--- src/rtl/spd_wp_pkg.sv ---
package spd_wp_pkg;

  typedef enum logic [1:0] {
    OP_SET_PERM = 2'd0,
    OP_SET_REV  = 2'd1,
    OP_CLR_REV  = 2'd2,
    OP_QUERY    = 2'd3
  } wp_op_e;

  typedef struct packed {
    logic perm;
    logic rev;
  } wp_flags_t;

endpackage

--- src/rtl/spd_wp_flags.sv ---
module spd_wp_flags
  import spd_wp_pkg::*;
(
  input  logic       clk,
  input  logic       por_n,
  input  logic       soft_rst_n,
  input  logic       cmd_fire,
  input  wp_op_e     cmd_op,
  output wp_flags_t  flags,
  output logic       cmd_rej_q,
  output logic       stat_valid_q,
  output wp_flags_t  stat_q
);

  logic perm_q;
  logic rev_q;

  // Permanent flag: only the power-on reset reaches it.
  always_ff @(posedge clk or negedge por_n) begin
    if (!por_n) begin
      perm_q <= 1'b0;
    end else if (cmd_fire && cmd_op == OP_SET_PERM) begin
      perm_q <= 1'b1;
    end
  end

  always_ff @(posedge clk or negedge soft_rst_n) begin
    if (!soft_rst_n) begin
      rev_q <= 1'b0;
    end else if (cmd_fire && cmd_op == OP_SET_REV) begin
      rev_q <= 1'b1;
    end else if (cmd_fire && cmd_op == OP_CLR_REV) begin
      rev_q <= 1'b0;
    end
  end

  always_ff @(posedge clk or negedge soft_rst_n) begin
    if (!soft_rst_n) begin
      cmd_rej_q    <= 1'b0;
      stat_valid_q <= 1'b0;
      stat_q       <= '0;
    end else begin
      cmd_rej_q    <= cmd_fire && cmd_op == OP_SET_PERM && perm_q;
      stat_valid_q <= cmd_fire && cmd_op == OP_QUERY;
      if (cmd_fire && cmd_op == OP_QUERY) begin
        stat_q <= '{perm: perm_q, rev: rev_q};
      end
    end
  end

  assign flags = '{perm: perm_q, rev: rev_q};

  AST_PERM_STICKY: assert property (@(posedge clk) disable iff (!por_n)
    perm_q |=> perm_q);

  AST_REV_CLEARS: assert property (@(posedge clk) disable iff (!soft_rst_n)
    (cmd_fire && cmd_op == OP_CLR_REV) |=> !rev_q);

  AST_REV_SETS: assert property (@(posedge clk) disable iff (!soft_rst_n)
    (cmd_fire && cmd_op == OP_SET_REV) |=> rev_q);

  AST_ONLY_PERM_REJ: assert property (@(posedge clk) disable iff (!soft_rst_n)
    (cmd_fire && cmd_op != OP_SET_PERM) |=> !cmd_rej_q);

endmodule

--- src/rtl/spd_wp_gate.sv ---
module spd_wp_gate
  import spd_wp_pkg::*;
#(
  parameter int AW = 8
) (
  input  logic          fire,
  input  logic [AW-1:0] addr,
  input  wp_flags_t     flags,
  output logic          we,
  output logic          rej
);

  localparam int HALF = 1 << (AW - 1);

  logic lower;
  logic locked;

  assign lower  = int'(addr) < HALF;
  assign locked = lower && (flags.perm || flags.rev);
  assign we     = fire && !locked;
  assign rej    = fire && locked;

endmodule

--- src/rtl/spd_wp_mem.sv ---
module spd_wp_mem #(
  parameter int AW = 8,
  parameter int DW = 8
) (
  input  logic          clk,
  input  logic          soft_rst_n,
  input  logic          we,
  input  logic [AW-1:0] waddr,
  input  logic [DW-1:0] wdata,
  input  logic          rd_en,
  input  logic [AW-1:0] raddr,
  output logic [DW-1:0] rdata
);

  localparam int DEPTH = 1 << AW;

  logic [DW-1:0] cells [DEPTH];

  // Contents model nonvolatile storage: no reset reaches them.
  always_ff @(posedge clk) begin
    if (we) begin
      cells[waddr] <= wdata;
    end
  end

  always_ff @(posedge clk or negedge soft_rst_n) begin
    if (!soft_rst_n) begin
      rdata <= '0;
    end else if (rd_en) begin
      rdata <= cells[raddr];
    end
  end

endmodule

--- src/rtl/spd_wp_ctrl.sv ---
module spd_wp_ctrl
  import spd_wp_pkg::*;
#(
  parameter int AW = 8,
  parameter int DW = 8
) (
  input  logic          clk,
  input  logic          por_n,
  input  logic          rst_n,
  input  logic          wr_valid,
  output logic          wr_ready,
  input  logic [AW-1:0] wr_addr,
  input  logic [DW-1:0] wr_data,
  input  logic          cmd_valid,
  input  logic [1:0]    cmd_op,
  input  logic          rd_en,
  input  logic [AW-1:0] rd_addr,
  output logic [DW-1:0] rd_data,
  output logic          arr_we,
  output logic [AW-1:0] arr_addr,
  output logic [DW-1:0] arr_wdata,
  output logic          wr_reject,
  output logic          cmd_reject,
  output logic          stat_valid,
  output logic [1:0]    stat_bits,
  output logic          prot_perm,
  output logic          prot_rev
);

  logic      soft_rst_n;
  logic      ready_q;
  logic      fire;
  logic      gate_we;
  logic      gate_rej;
  wp_flags_t flags;
  wp_flags_t stat_q;

  assign soft_rst_n = por_n & rst_n;
  assign fire       = wr_valid && ready_q;

  always_ff @(posedge clk or negedge soft_rst_n) begin
    if (!soft_rst_n) begin
      ready_q <= 1'b0;
    end else begin
      ready_q <= 1'b1;
    end
  end

  spd_wp_flags u_flags (
    .clk          (clk),
    .por_n        (por_n),
    .soft_rst_n   (soft_rst_n),
    .cmd_fire     (cmd_valid && soft_rst_n),
    .cmd_op       (wp_op_e'(cmd_op)),
    .flags        (flags),
    .cmd_rej_q    (cmd_reject),
    .stat_valid_q (stat_valid),
    .stat_q       (stat_q)
  );

  spd_wp_gate #(.AW(AW)) u_gate (
    .fire  (fire),
    .addr  (wr_addr),
    .flags (flags),
    .we    (gate_we),
    .rej   (gate_rej)
  );

  spd_wp_mem #(.AW(AW), .DW(DW)) u_mem (
    .clk        (clk),
    .soft_rst_n (soft_rst_n),
    .we         (gate_we),
    .waddr      (wr_addr),
    .wdata      (wr_data),
    .rd_en      (rd_en),
    .raddr      (rd_addr),
    .rdata      (rd_data)
  );

  always_ff @(posedge clk or negedge soft_rst_n) begin
    if (!soft_rst_n) begin
      arr_we    <= 1'b0;
      wr_reject <= 1'b0;
      arr_addr  <= '0;
      arr_wdata <= '0;
    end else begin
      arr_we    <= gate_we;
      wr_reject <= gate_rej;
      if (gate_we) begin
        arr_addr  <= wr_addr;
        arr_wdata <= wr_data;
      end
    end
  end

  assign wr_ready  = ready_q;
  assign stat_bits = stat_q;
  assign prot_perm = flags.perm;
  assign prot_rev  = flags.rev;

  AST_UPPER_OPEN: assert property (@(posedge clk) disable iff (!soft_rst_n)
    (wr_valid && wr_ready && wr_addr[AW-1]) |=> (arr_we && !wr_reject));

  AST_LOWER_LOCKED: assert property (@(posedge clk) disable iff (!soft_rst_n)
    (wr_valid && wr_ready && !wr_addr[AW-1] && (prot_perm || prot_rev))
      |=> (wr_reject && !arr_we));

  AST_LOWER_OPEN: assert property (@(posedge clk) disable iff (!soft_rst_n)
    (wr_valid && wr_ready && !wr_addr[AW-1] && !prot_perm && !prot_rev)
      |=> arr_we);

  AST_NO_WRITE_UNREADY: assert property (@(posedge clk) disable iff (!soft_rst_n)
    (!wr_valid || !wr_ready) |=> (!arr_we && !wr_reject));

endmodule

--- config.mk ---
export PLATFORM = sky130hd
export DESIGN_NAME = spd_wp_ctrl
export DESIGN_NICKNAME = d
export VERILOG_FILES = /design/src/rtl/spd_wp_pkg.sv /design/src/rtl/spd_wp_flags.sv /design/src/rtl/spd_wp_gate.sv /design/src/rtl/spd_wp_mem.sv /design/src/rtl/spd_wp_ctrl.sv
export SDC_FILE = /design/constraint.sdc
export NUM_CORES = 2
export LEC_CHECK = 0
export BUFFER_PORTS_ARGS = -buffer_cell sky130_fd_sc_hd__buf_4
export CAP_MARGIN = 20
export CORE_MARGIN = 5
export CORE_UTILIZATION = 45
export CTS_CLUSTER_DIAMETER = 40
export DETAILED_ROUTE_END_ITERATION = 8
export PLACE_DENSITY_LB_ADDON = 0.2
export SYNTH_ARGS = -nofsm -noshare
export SYNTH_HDL_FRONTEND = slang
export SYNTH_SLANG_ARGS = --single-unit
--- constraint.sdc ---
create_clock -name clk -period 4.55 [get_ports clk]
set_clock_uncertainty 0.15 [all_clocks]
set_input_delay 1.1375 -clock clk [delete_from_list [all_inputs] [get_ports clk]]
set_output_delay 1.1375 -clock clk [all_outputs]
set_load 0.005 [all_outputs]
==> out/metrics.cfg <==
[placed_design]
gp_congestion=0.842
dp_hpwl_mm=136
port-buffer-count=64
dpl_worst_slack_ns=-0.200

[worst_setup_path]
cp.arrival_ns=4.71
critPathMaxFanout=23
crit-reg2reg-launch=u_flags.rev_q
timing.rr.end=u_mem.cells[253][7]
worstRegToRegCells=6
crit_path_start_kind=input pin
crit_type=input pin to flip-flop
crit_path_end_kind=flip-flop
regToRegSetupSlack_ns=1.37
crit_required_ns=5.23

[sta]
finalCritPeriodShare_pct=88.6
setup_viol=0
setup_slack_ns=0.518
max_freq_mhz=248
drv_slew=0
whs_ns=0.180
setup-tns-final_ns=0
worst_slew_pin_slew_ns=0.984
final.min_clock_period_ns=4.03
hold_viol=0
slew_headroom_pct=32.7
rsz0062_at_grt=false

[clock_tree]
cts_made_buffers=298
tritoncts=done
clkTransAtPathRegs_ns=0.06
clock_sinks=2081
clockBufferDepth=4
cts_root_buf=clkbuf_16
worstSkewPairLatency_ns=0.93
cts.htree.levels=5
cts_setup_buffers=0

[synthesis]
yosys-top-cells-area=edfxtp_1 75%, mux4_2 8.2%, mux2i_1 4.9%
synth-seq-cells=2081
post-synth-top-area-cell=edfxtp_1
syn-cell-area_mm2=0.0815
synth_top_area_share_pct=75.5
synth.distinct_cells=66
ys_async_sr_fraction_pct=1.59
ys_warn_count=0
synth_fp_nets=4135
synth.most_common_cell=edfxtp_1
synth-edff-count=2048
synth_flop_cell=edfxtp_1
synth-seq-area-share_pct=76.5
syn_inst=4103
syn_area_per_cell_um2=19.9
synth_commonest_cells=2048 x edfxtp_1, 395 x mux2i_1, 295 x mux4_2

[power]
power.switching_w=0.00984
seq_power_share_pct=46.1
swShare_pct=21.4
clockPowerShare_pct=49.3
power_frac_comb_pct=4.5
p_per_area_mw_per_mm2=473
peakVddDrop_uv=467
leakage_nw=32.6
intPower_w=0.0361

[drt]
vias_per_cell=5.89
postRouteAntennaNets=0
drc=0
routedWlPerCell_um=29.9
dr.pass1.iters=5
routed_wl_mm=218
drt_iter0_drc=4479
num_vias=42900

[layout]
fillCellCount=14100
drive_gt1_share_pct=26.9
postLayoutCoreUtil_pct=53.8
fin_nets=4724
area_delta_synth_final_pct=19.0
antenna_cells=0

[grt]
grt_pass1_vias=43500
grt_pass1_wl_mm=314
grt_max_degree=129
antenna_found_initial=4
grt_use_total_pct=22.7
grt.overflow.total=0

[die]
die-width_um=436
core_mm2=0.180
num_io_pins=65
initial_core_util_pct=45.2
die_area_mm2=0.190
die_height_um=436
row_count=156

[worst_hold_path]
worstHoldPathType=input pin to asynchronous set/reset pin

[status]
outcome=finished, final reports clean

[flow_run]
drv_cap=0

cells in the final DEF (no fill, tap or decap), types with 34 or more instances in the layout:
master | synthesis | routed
o22ai_1 | 123 | 123
nor2_1 | 290 | 288
o21ai_0 | 38 | 38
mux4_2 | 295 | 295
a211oi_1 | 35 | 35
o221ai_1 | 73 | 73
edfxtp_1 | 2048 | 2048
clkbuf_16 | 0 | 304
mux2i_1 | 395 | 395
nand2_1 | 147 | 147
buf_4 | 43 | 486
mux4_1 | 34 | 34
a21oi_1 | 71 | 71
worst max-delay path, cell delays in order:
cell       delay [ns]
buf_8            0.27
buf_4            0.43
buf_4            0.44
mux4_2           0.28
nor3_1           0.05
o21ai_0          0.33
nand2_1          0.20
a2111oi_0        0.81
and4b_1          0.53
a211o_1          0.15
layout make-up:
cell class                 count  area, µm²  area share [%]
sequential                  2081      62300            64.3
multi-input combinational   1766      17400            17.9
clock buffer                 337       7740            7.98
timing repair buffer         532       4490            4.63
tap                         2370       2970            3.06
clock inverter               183       2030            2.09
inverter                      13       51.3          0.0529
logic make-up after synthesis:
logic type | synth area share, %
AO/OA/AOI/OAI | 3.96
multiplexers | 14.4
AND/OR/NAND/NOR | 2.91
flip-flops | 76.5
buffers and inverters | 2.24
other | 0.00460
routing by layer:
layer	GRT usage (%)	part of all wire, %	vias up	wire [µm]
met5	0	0	-	0
met3	4.51	7.7	380	16700
li1	-	-	18200	-
met1	32.0	41	22500	90300
met2	36.2	48	1814	104000
met4	7.19	3.1	0	6760
state kept, by name (all words and copies together), names as in the netlist:
name / cells
u_flags.stat_valid_q: 1
u_flags.stat_q: 2
u_mem.rdata: 8
u_flags.cmd_rej_q: 1
u_flags.perm_q: 1
arr_addr: 8
arr_we: 1
u_mem.cells: 2048
u_flags.rev_q: 1
arr_wdata: 8
wr_reject: 1
wr_ready: 1
through the flow:
step | std cells | total power (W) | instance area, µm²
finish | 7282 | 0.0459 | 97000
global route | 7282 | 0.0473 | 97000
floorplan | 4103 | 0.0226 | 81500
detailed placement | 6760 | 0.0237 | 87200
CTS | 7281 | 0.0463 | 97000
global placement | 6760 | 0.0236 | 87200
power groups by stage:
stage          clock, W  sequential (W)  combinational, W
2_1_floorplan         0          0.0215           0.00106
3_3_place_gp          0          0.0216           0.00207
3_5_place_dp          0          0.0216           0.00210
4_1_cts          0.0230          0.0212           0.00210
5_1_grt          0.0239          0.0212           0.00220
6_report         0.0226          0.0212           0.00208
worst max-delay path by stage:
| stage | start | endpoint | slack, ns | depth (start not counted) |
|---|---|---|---|---|
| 2_1_floorplan | wr_addr[7] | u_mem.cells[222][0] | 0.95 | 8 |
| 3_3_place_gp | rd_addr[1] | u_mem.rdata[4] | -0.23 | 10 |
| 3_5_place_dp | rd_addr[1] | u_mem.rdata[4] | -0.20 | 10 |
| 4_1_cts | rd_addr[1] | u_mem.rdata[4] | 0.72 | 10 |
| 5_1_grt | rd_addr[1] | u_mem.rdata[4] | 0.44 | 10 |
| 6_report | rd_addr[1] | u_mem.rdata[4] | 0.52 | 10 |
repair_timing:
| action | CTS | global route |
|---|---|---|
| hold buffers | 1 | 0 |
| endpoints found under the setup margin | 0 | 0 |
| gates resized for setup | 0 | 0 |
| hold endpoints to repair | 1 | 0 |
Note: power is estimated with default switching activity, not from simulation.
